===== src/rtl/guard_pkg.sv =====
package guard_pkg;
  // Field positions inside configuration byte 0
  localparam int LO_ABORT_OFF = 0;
  localparam int LO_EXT_ONLY  = 1;
  localparam int LO_WO_LOCK   = 2;
  localparam int LO_USED      = 3;
  // Field positions inside configuration byte 1 (control bit 8 upward)
  localparam int HI_RO_LOCK   = 0;
  localparam int HI_USED      = 1;

  typedef struct packed {
    logic ro_lock;
    logic wo_lock;
    logic ext_only;
    logic abort_off;
  } guard_cfg_t;
endpackage


===== src/rtl/guard_cfg_regs.sv =====
module guard_cfg_regs
  import guard_pkg::*;
#(
  parameter int BYTE_W = 8
) (
  input  logic              clk,
  input  logic              rst,
  input  logic              cfg_we,
  input  logic              cfg_sel,
  input  logic [BYTE_W-1:0] cfg_wdata,
  output logic [BYTE_W-1:0] cfg_rdata,
  output guard_cfg_t        cfg
);
  logic [BYTE_W-1:0] lo_view;
  logic [BYTE_W-1:0] hi_view;

  always_comb begin
    lo_view               = '0;
    lo_view[LO_ABORT_OFF] = cfg.abort_off;
    lo_view[LO_EXT_ONLY]  = cfg.ext_only;
    lo_view[LO_WO_LOCK]   = cfg.wo_lock;
    hi_view               = '0;
    hi_view[HI_RO_LOCK]   = cfg.ro_lock;
  end

  always_ff @(posedge clk) begin
    if (rst) begin
      cfg       <= '0;
      cfg_rdata <= '0;
    end else begin
      if (cfg_we) begin
        if (!cfg_sel) begin
          cfg.abort_off <= cfg_wdata[LO_ABORT_OFF];
          cfg.ext_only  <= cfg_wdata[LO_EXT_ONLY];
          cfg.wo_lock   <= cfg_wdata[LO_WO_LOCK];
        end else begin
          cfg.ro_lock   <= cfg_wdata[HI_RO_LOCK];
        end
      end
      cfg_rdata <= cfg_sel ? hi_view : lo_view;
    end
  end

  // Unused bits of the upper byte must read back as zero
  assert_hi_unused_zero_R2 : assert property (@(posedge clk) disable iff (rst)
    cfg_sel |=> cfg_rdata[BYTE_W-1:HI_USED] == '0);

  // Unused bits of the lower byte must read back as zero
  assert_lo_unused_zero_R2 : assert property (@(posedge clk) disable iff (rst)
    !cfg_sel |=> cfg_rdata[BYTE_W-1:LO_USED] == '0);
endmodule


===== src/rtl/guard_rules.sv =====
module guard_rules
  import guard_pkg::*;
#(
  parameter int                NUM_CS   = 8,
  parameter int                ADDR_W   = 32,
  parameter int                RO_IDX   = 4,
  parameter int                WO_IDX   = 3,
  parameter logic [ADDR_W-1:0] EXT_BASE = {1'b1, {(ADDR_W-1){1'b0}}}
) (
  input  logic              acc_write,
  input  logic [ADDR_W-1:0] acc_addr,
  input  logic [NUM_CS-1:0] acc_cs,
  input  logic              acc_periph_ok,
  input  guard_cfg_t        cfg,
  output logic [NUM_CS-1:0] cs_pass,
  output logic              abort_req,
  output logic              ext_req
);
  logic [NUM_CS-1:0] deny;

  for (genvar i = 0; i < NUM_CS; i++) begin : g_lane
    if (i == RO_IDX) begin : g_ro
      assign deny[i] = acc_cs[i] & cfg.ro_lock & acc_write;
    end else if (i == WO_IDX) begin : g_wo
      assign deny[i] = acc_cs[i] & cfg.wo_lock & ~acc_write;
    end else begin : g_free
      assign deny[i] = 1'b0;
    end
  end

  always_comb begin
    cs_pass   = acc_cs & ~deny;
    abort_req = ~cfg.abort_off & ((|deny) | ~acc_periph_ok);
    ext_req   = ~cfg.ext_only | (acc_addr >= EXT_BASE);
  end
endmodule


===== src/rtl/guard_out_reg.sv =====
module guard_out_reg #(
  parameter int NUM_CS = 8
) (
  input  logic              clk,
  input  logic              rst,
  input  logic              acc_valid,
  input  logic [NUM_CS-1:0] cs_pass,
  input  logic              abort_req,
  input  logic              ext_req,
  output logic [NUM_CS-1:0] cs_out,
  output logic              abort,
  output logic              ext_en
);
  always_ff @(posedge clk) begin
    if (rst || !acc_valid) begin
      cs_out <= '0;
      abort  <= 1'b0;
      ext_en <= 1'b0;
    end else begin
      cs_out <= cs_pass;
      abort  <= abort_req;
      ext_en <= ext_req;
    end
  end
endmodule


===== src/rtl/bus_guard.sv =====
module bus_guard
  import guard_pkg::*;
#(
  parameter int                NUM_CS   = 8,
  parameter int                ADDR_W   = 32,
  parameter int                BYTE_W   = 8,
  parameter int                RO_IDX   = 4,
  parameter int                WO_IDX   = 3,
  parameter logic [ADDR_W-1:0] EXT_BASE = {1'b1, {(ADDR_W-1){1'b0}}}
) (
  input  logic              clk,
  input  logic              rst,
  input  logic              cfg_we,
  input  logic              cfg_sel,
  input  logic [BYTE_W-1:0] cfg_wdata,
  output logic [BYTE_W-1:0] cfg_rdata,
  input  logic              acc_valid,
  input  logic              acc_write,
  input  logic [ADDR_W-1:0] acc_addr,
  input  logic [NUM_CS-1:0] acc_cs,
  input  logic              acc_periph_ok,
  output logic [NUM_CS-1:0] cs_out,
  output logic              abort,
  output logic              ext_en
);
  guard_cfg_t        cfg;
  logic [NUM_CS-1:0] cs_pass;
  logic              abort_req;
  logic              ext_req;

  guard_cfg_regs #(.BYTE_W(BYTE_W)) u_regs (
    .clk(clk), .rst(rst), .cfg_we(cfg_we), .cfg_sel(cfg_sel),
    .cfg_wdata(cfg_wdata), .cfg_rdata(cfg_rdata), .cfg(cfg)
  );

  guard_rules #(
    .NUM_CS(NUM_CS), .ADDR_W(ADDR_W), .RO_IDX(RO_IDX), .WO_IDX(WO_IDX),
    .EXT_BASE(EXT_BASE)
  ) u_rules (
    .acc_write(acc_write), .acc_addr(acc_addr), .acc_cs(acc_cs),
    .acc_periph_ok(acc_periph_ok), .cfg(cfg), .cs_pass(cs_pass),
    .abort_req(abort_req), .ext_req(ext_req)
  );

  guard_out_reg #(.NUM_CS(NUM_CS)) u_out (
    .clk(clk), .rst(rst), .acc_valid(acc_valid), .cs_pass(cs_pass),
    .abort_req(abort_req), .ext_req(ext_req), .cs_out(cs_out),
    .abort(abort), .ext_en(ext_en)
  );

  assert_ro_write_gated_R3 : assert property (@(posedge clk) disable iff (rst)
    acc_valid && acc_write && acc_cs[RO_IDX] && cfg.ro_lock |=> !cs_out[RO_IDX]);

  assert_wo_read_gated_R4 : assert property (@(posedge clk) disable iff (rst)
    acc_valid && !acc_write && acc_cs[WO_IDX] && cfg.wo_lock |=> !cs_out[WO_IDX]);

  assert_violation_aborts_R5 : assert property (@(posedge clk) disable iff (rst)
    acc_valid && acc_write && acc_cs[RO_IDX] && cfg.ro_lock && !cfg.abort_off
    |=> abort);

  assert_unmapped_aborts_R6 : assert property (@(posedge clk) disable iff (rst)
    acc_valid && !acc_periph_ok && !cfg.abort_off |=> abort);

  assert_abort_off_silent_R6 : assert property (@(posedge clk) disable iff (rst)
    acc_valid && cfg.abort_off |=> !abort);

  assert_mirror_all_R7 : assert property (@(posedge clk) disable iff (rst)
    acc_valid && !cfg.ext_only |=> ext_en);

  assert_idle_clear_R8 : assert property (@(posedge clk) disable iff (rst)
    !acc_valid |=> !abort && !ext_en && cs_out == '0);

  assert_free_cs_pass_R10 : assert property (@(posedge clk) disable iff (rst)
    acc_valid && acc_cs != '0 && !acc_cs[RO_IDX] && !acc_cs[WO_IDX]
    |=> cs_out == $past(acc_cs));
endmodule


===== config.mk =====
export PLATFORM = sky130hd
export DESIGN_NAME = bus_guard
export DESIGN_NICKNAME = d
export VERILOG_FILES = /design/src/rtl/guard_pkg.sv /design/src/rtl/guard_cfg_regs.sv /design/src/rtl/guard_rules.sv /design/src/rtl/guard_out_reg.sv /design/src/rtl/bus_guard.sv
export SDC_FILE = /design/constraint.sdc
export NUM_CORES = 1
export LEC_CHECK = 0
export CAP_MARGIN = 20
export CORE_MARGIN = 1
export CORE_UTILIZATION = 26
export CTS_BUF_LIST = sky130_fd_sc_hd__clkbuf_16
export DETAILED_ROUTE_END_ITERATION = 7
export GPL_ROUTABILITY_DRIVEN = 0
export PLACE_DENSITY = 0.9
export SKIP_CTS_REPAIR_TIMING = 1
export SLEW_MARGIN = 20
export SYNTH_ARGS = -nofsm -noshare
export SYNTH_HDL_FRONTEND = slang
export SYNTH_SLANG_ARGS = --single-unit

===== constraint.sdc =====
create_clock -name clk -period 0.8 [get_ports clk]
set_input_delay 0.08 -clock clk [delete_from_list [all_inputs] [get_ports clk]]
set_output_delay 0.08 -clock clk [all_outputs]
set_load 0.005 [all_outputs]

==> flow_metrics.py <==
metrics = {
    "status": {
        "status": "completed",
    },
    "worst_setup_path": {
        "slowest_delay_ns": 0.29,
        "reg2reg_setup_slack_ns": 0.05,
        "reg2reg_depth": 2,
        "worstPathCellList": "dlymetal6s2s_1",
        "worstPathRequired_ns": 0.72,
        "path_delay_family": "flip-flops",
        "setup.worst_path.start_class": "flop",
        "path_buf_inv": 1,
        "reg2reg_to": "u_out.abort$_SDFF_PP0_",
        "path_class": "flop to output pin",
        "crit_cells": 1,
        "cp.arrival_ns": 0.68,
        "r2r-start": "u_regs.cfg[3]$_SDFFE_PP0P_",
        "endpoint": "cfg_rdata[2]",
        "worstSetupStartpoint": "u_regs.cfg_rdata[2]$_SDFF_PP0_",
        "critPathCaptureType": "output pin",
        "cp_max_fo": 1,
        "crit_slowest_cell": "dfxtp_1",
    },
    "clocking": {
        "ctsRootBufferMaster": "clkbuf_16",
        "cts_tree": "yes",
        "numCtsBuffers": 3,
        "clk_path_buf_depth": 2,
        "clk_latency_ns": 0.25,
        "clk_pin_slew_worst_paths_ns": 0.05,
        "cts_sinks": 17,
        "h-tree-depth": 1,
    },
    "floorplan": {
        "dieArea_sq_um": 2560,
        "start_util_pct": 27.7,
        "die_h_microns": 50.6,
        "die_w_microns": 50.6,
        "design.core.area_sq_um": 2210,
        "rows": 17,
        "io_pins": 73,
    },
    "yosys": {
        "yosys_warnings": 0,
        "synth-edff-count": 0,
        "yosysTopAreaCell": "dfxtp_1",
        "synth_most_common_cell": "dfxtp_1",
        "synth_area_per_cell_sq_um": 10.8,
        "synthCells": 57,
        "synthesis.area_sq_um": 613,
        "ys_top_cells_by_area": "dfxtp_1 (56%), mux2i_1 (6.5%), and2_1 (6.1%)",
        "synth_commonest_cells": "dfxtp_1 (17), and2_1 (6), buf_4 (5), nor2_1 (5), mux2i_1 (4)",
        "yosys.cell_types.count": 19,
        "synth_top_area_share_pct": 55.5,
        "synthFlopType": "dfxtp_1",
        "ys_ff_latch": 17,
        "ys_async_sr_fraction_pct": 0,
        "ys_seq_area_share_pct": 55.5,
    },
    "global_routing": {
        "grt_start_max_net_pins": 10,
        "antenna_found_initial": 0,
        "grt_pass1_vias": 458,
        "gr-total-overflow": 0,
        "grt_pass1_wl_microns": 2030,
        "grtUsageTotal_pct": 11.5,
    },
    "flow_run": {
        "drv_cap": 0,
    },
    "power": {
        "powerDensity_nw_per_um2": 1960,
        "leakage_nw": 0.676,
        "peakVddDrop_uv": 1060,
    },
    "timing": {
        "clock_skew_ns": 0.000350,
        "fmax_mhz": 1310,
        "slew_violations": 0,
        "period_minus_slack_ns": 0.763,
        "setup_viol": 0,
        "final-hold-violation-count": 0,
        "period_share_pct": 95.3,
    },
    "route": {
        "dr_total_vias": 487,
        "viasPerCell": 4.06,
        "dr.pass1.iters": 1,
        "drt-initial-drc-count": 0,
        "drt.antenna.violating_nets": 0,
        "routed_wl_microns": 1370,
        "drc_errors": 0,
        "wire_per_inst_microns": 11.4,
    },
    "final_layout": {
        "stdcell_area_sq_um": 1080,
        "antenna_cells": 0,
        "drive_gt1_share_pct": 13.0,
        "area_growth_pct": 75.5,
        "nFillCells": 212,
        "utilization_pct": 48.6,
        "num-nets-final": 148,
    },
    "hold_path": {
        "whs_path_depth": 3,
        "hp-class": "input pin to flop",
    },
    "place": {
        "placed_area_sq_um": 940,
        "portBuffers": 31,
        "dp_hpwl_microns": 1050,
    },
}
-- cell type report --
cell class / count / area [sq um] / share of cell area, %
clock inverters: 1 / 3.75 / 0.349
multi-input cells: 36 / 241 / 22.4
flip-flops and latches: 17 / 343 / 31.9
inverters: 2 / 7.51 / 0.698
clock buffers: 3 / 75.1 / 6.98
repair buffers: 33 / 370 / 34.4
well taps: 28 / 35.0 / 3.26
-- worst min-delay path by stage --
stage / to / slack [ns] / startpoint
after floorplan: u_regs.cfg_rdata[1]$_SDFF_PP0_ / 0.16 / cfg_sel
after global placement: u_out.ext_en$_SDFF_PP0_ / 0.45 / u_regs.cfg[1]$_SDFFE_PP0P_
after detailed placement: u_out.ext_en$_SDFF_PP0_ / 0.46 / u_regs.cfg[1]$_SDFFE_PP0P_
after CTS: u_out.ext_en$_SDFF_PP0_ / 0.39 / acc_addr[31]
after global routing: u_regs.cfg[3]$_SDFFE_PP0P_ / 0.17 / cfg_we
final: u_regs.cfg[3]$_SDFFE_PP0P_ / 0.15 / cfg_we
-- flip-flops by register name, summed over array words and instances (netlist names) --
signal            flops
u_out.cs_out          8
u_regs.cfg            4
u_regs.cfg_rdata      3
u_out.abort           1
u_out.ext_en          1
-- placed cells by master, fill, tap and decap left out --
cell type        synthesis  layout
a21oi_1                  2       2
a311oi_2                 1       1
and2_1                   6       6
and3_4                   0       1
buf_4                    5       2
clkbuf_16                0       3
clkdlybuf4s50_1          0      13
conb_1                   1       5
dfxtp_1                 17      15
dfxtp_2                  0       2
dlymetal6s2s_1           0      18
inv_1                    2       3
mux2i_1                  4       4
nand2_1                  3       3
nand2b_4                 1       1
nand3_1                  2       2
nand3b_1                 1       1
nor2_1                   5       5
nor2b_4                  1       2
nor3b_1                  2       2
o21ai_0                  1       1
-- power breakdown --
| group | switching (mW) | internal, mW | leakage [nW] | total (mW) |
|---|---|---|---|---|
| Clock | 0.320 | 0.663 | 0.0423 | 0.983 |
| Combinational | 0.0771 | 0.152 | 0.494 | 0.229 |
| Sequential | 0.0138 | 0.884 | 0.140 | 0.898 |
-- routing by layer --
metal / track usage, % / up-vias / routed length [microns]
met2: 20.0 / 21 / 719
met1: 11.2 / 219 / 486
met5: 0 / - / 0
met4: 11.1 / 0 / 54
met3: 2.12 / 5 / 108
li1: - / 242 / -
-- metrics by stage --
stage | std cells | power, mW | hold WS, ns | TNS [ns] | setup WS [ns]
global route | 120 | 2.17 | 0.174 | -0.0173 | -0.0173
global placement | 116 | 1.14 | 0.455 | -4.67 | -0.367
finish | 120 | 2.11 | 0.151 | 0 | 0.0375
detailed placement | 116 | 1.15 | 0.461 | -5.24 | -0.417
floorplan | 61 | 1.00 | 0.156 | 0 | 0.0548
CTS | 120 | 2.13 | 0.394 | -4.80 | -0.349
-- cells by family (layout without fill, tap and decap cells) --
| logic type | Yosys count | count (layout) | share of synthesized area [%] |
|---|---|---|---|
| other cells | 1 | 5 | 0.612 |
| flops | 17 | 17 | 55.5 |
| mux | 4 | 4 | 6.53 |
| buf+inv | 8 | 39 | 9.18 |
| compound gates | 4 | 4 | 4.90 |
| simple gates | 23 | 23 | 23.3 |
-- tightest hold or removal path, cell delays in order --
cell and delay, ns:
dlymetal6s2s_1 0.14, nand3_1 0.08, a21oi_1 0.05
(Power assumes the default switching activity.)
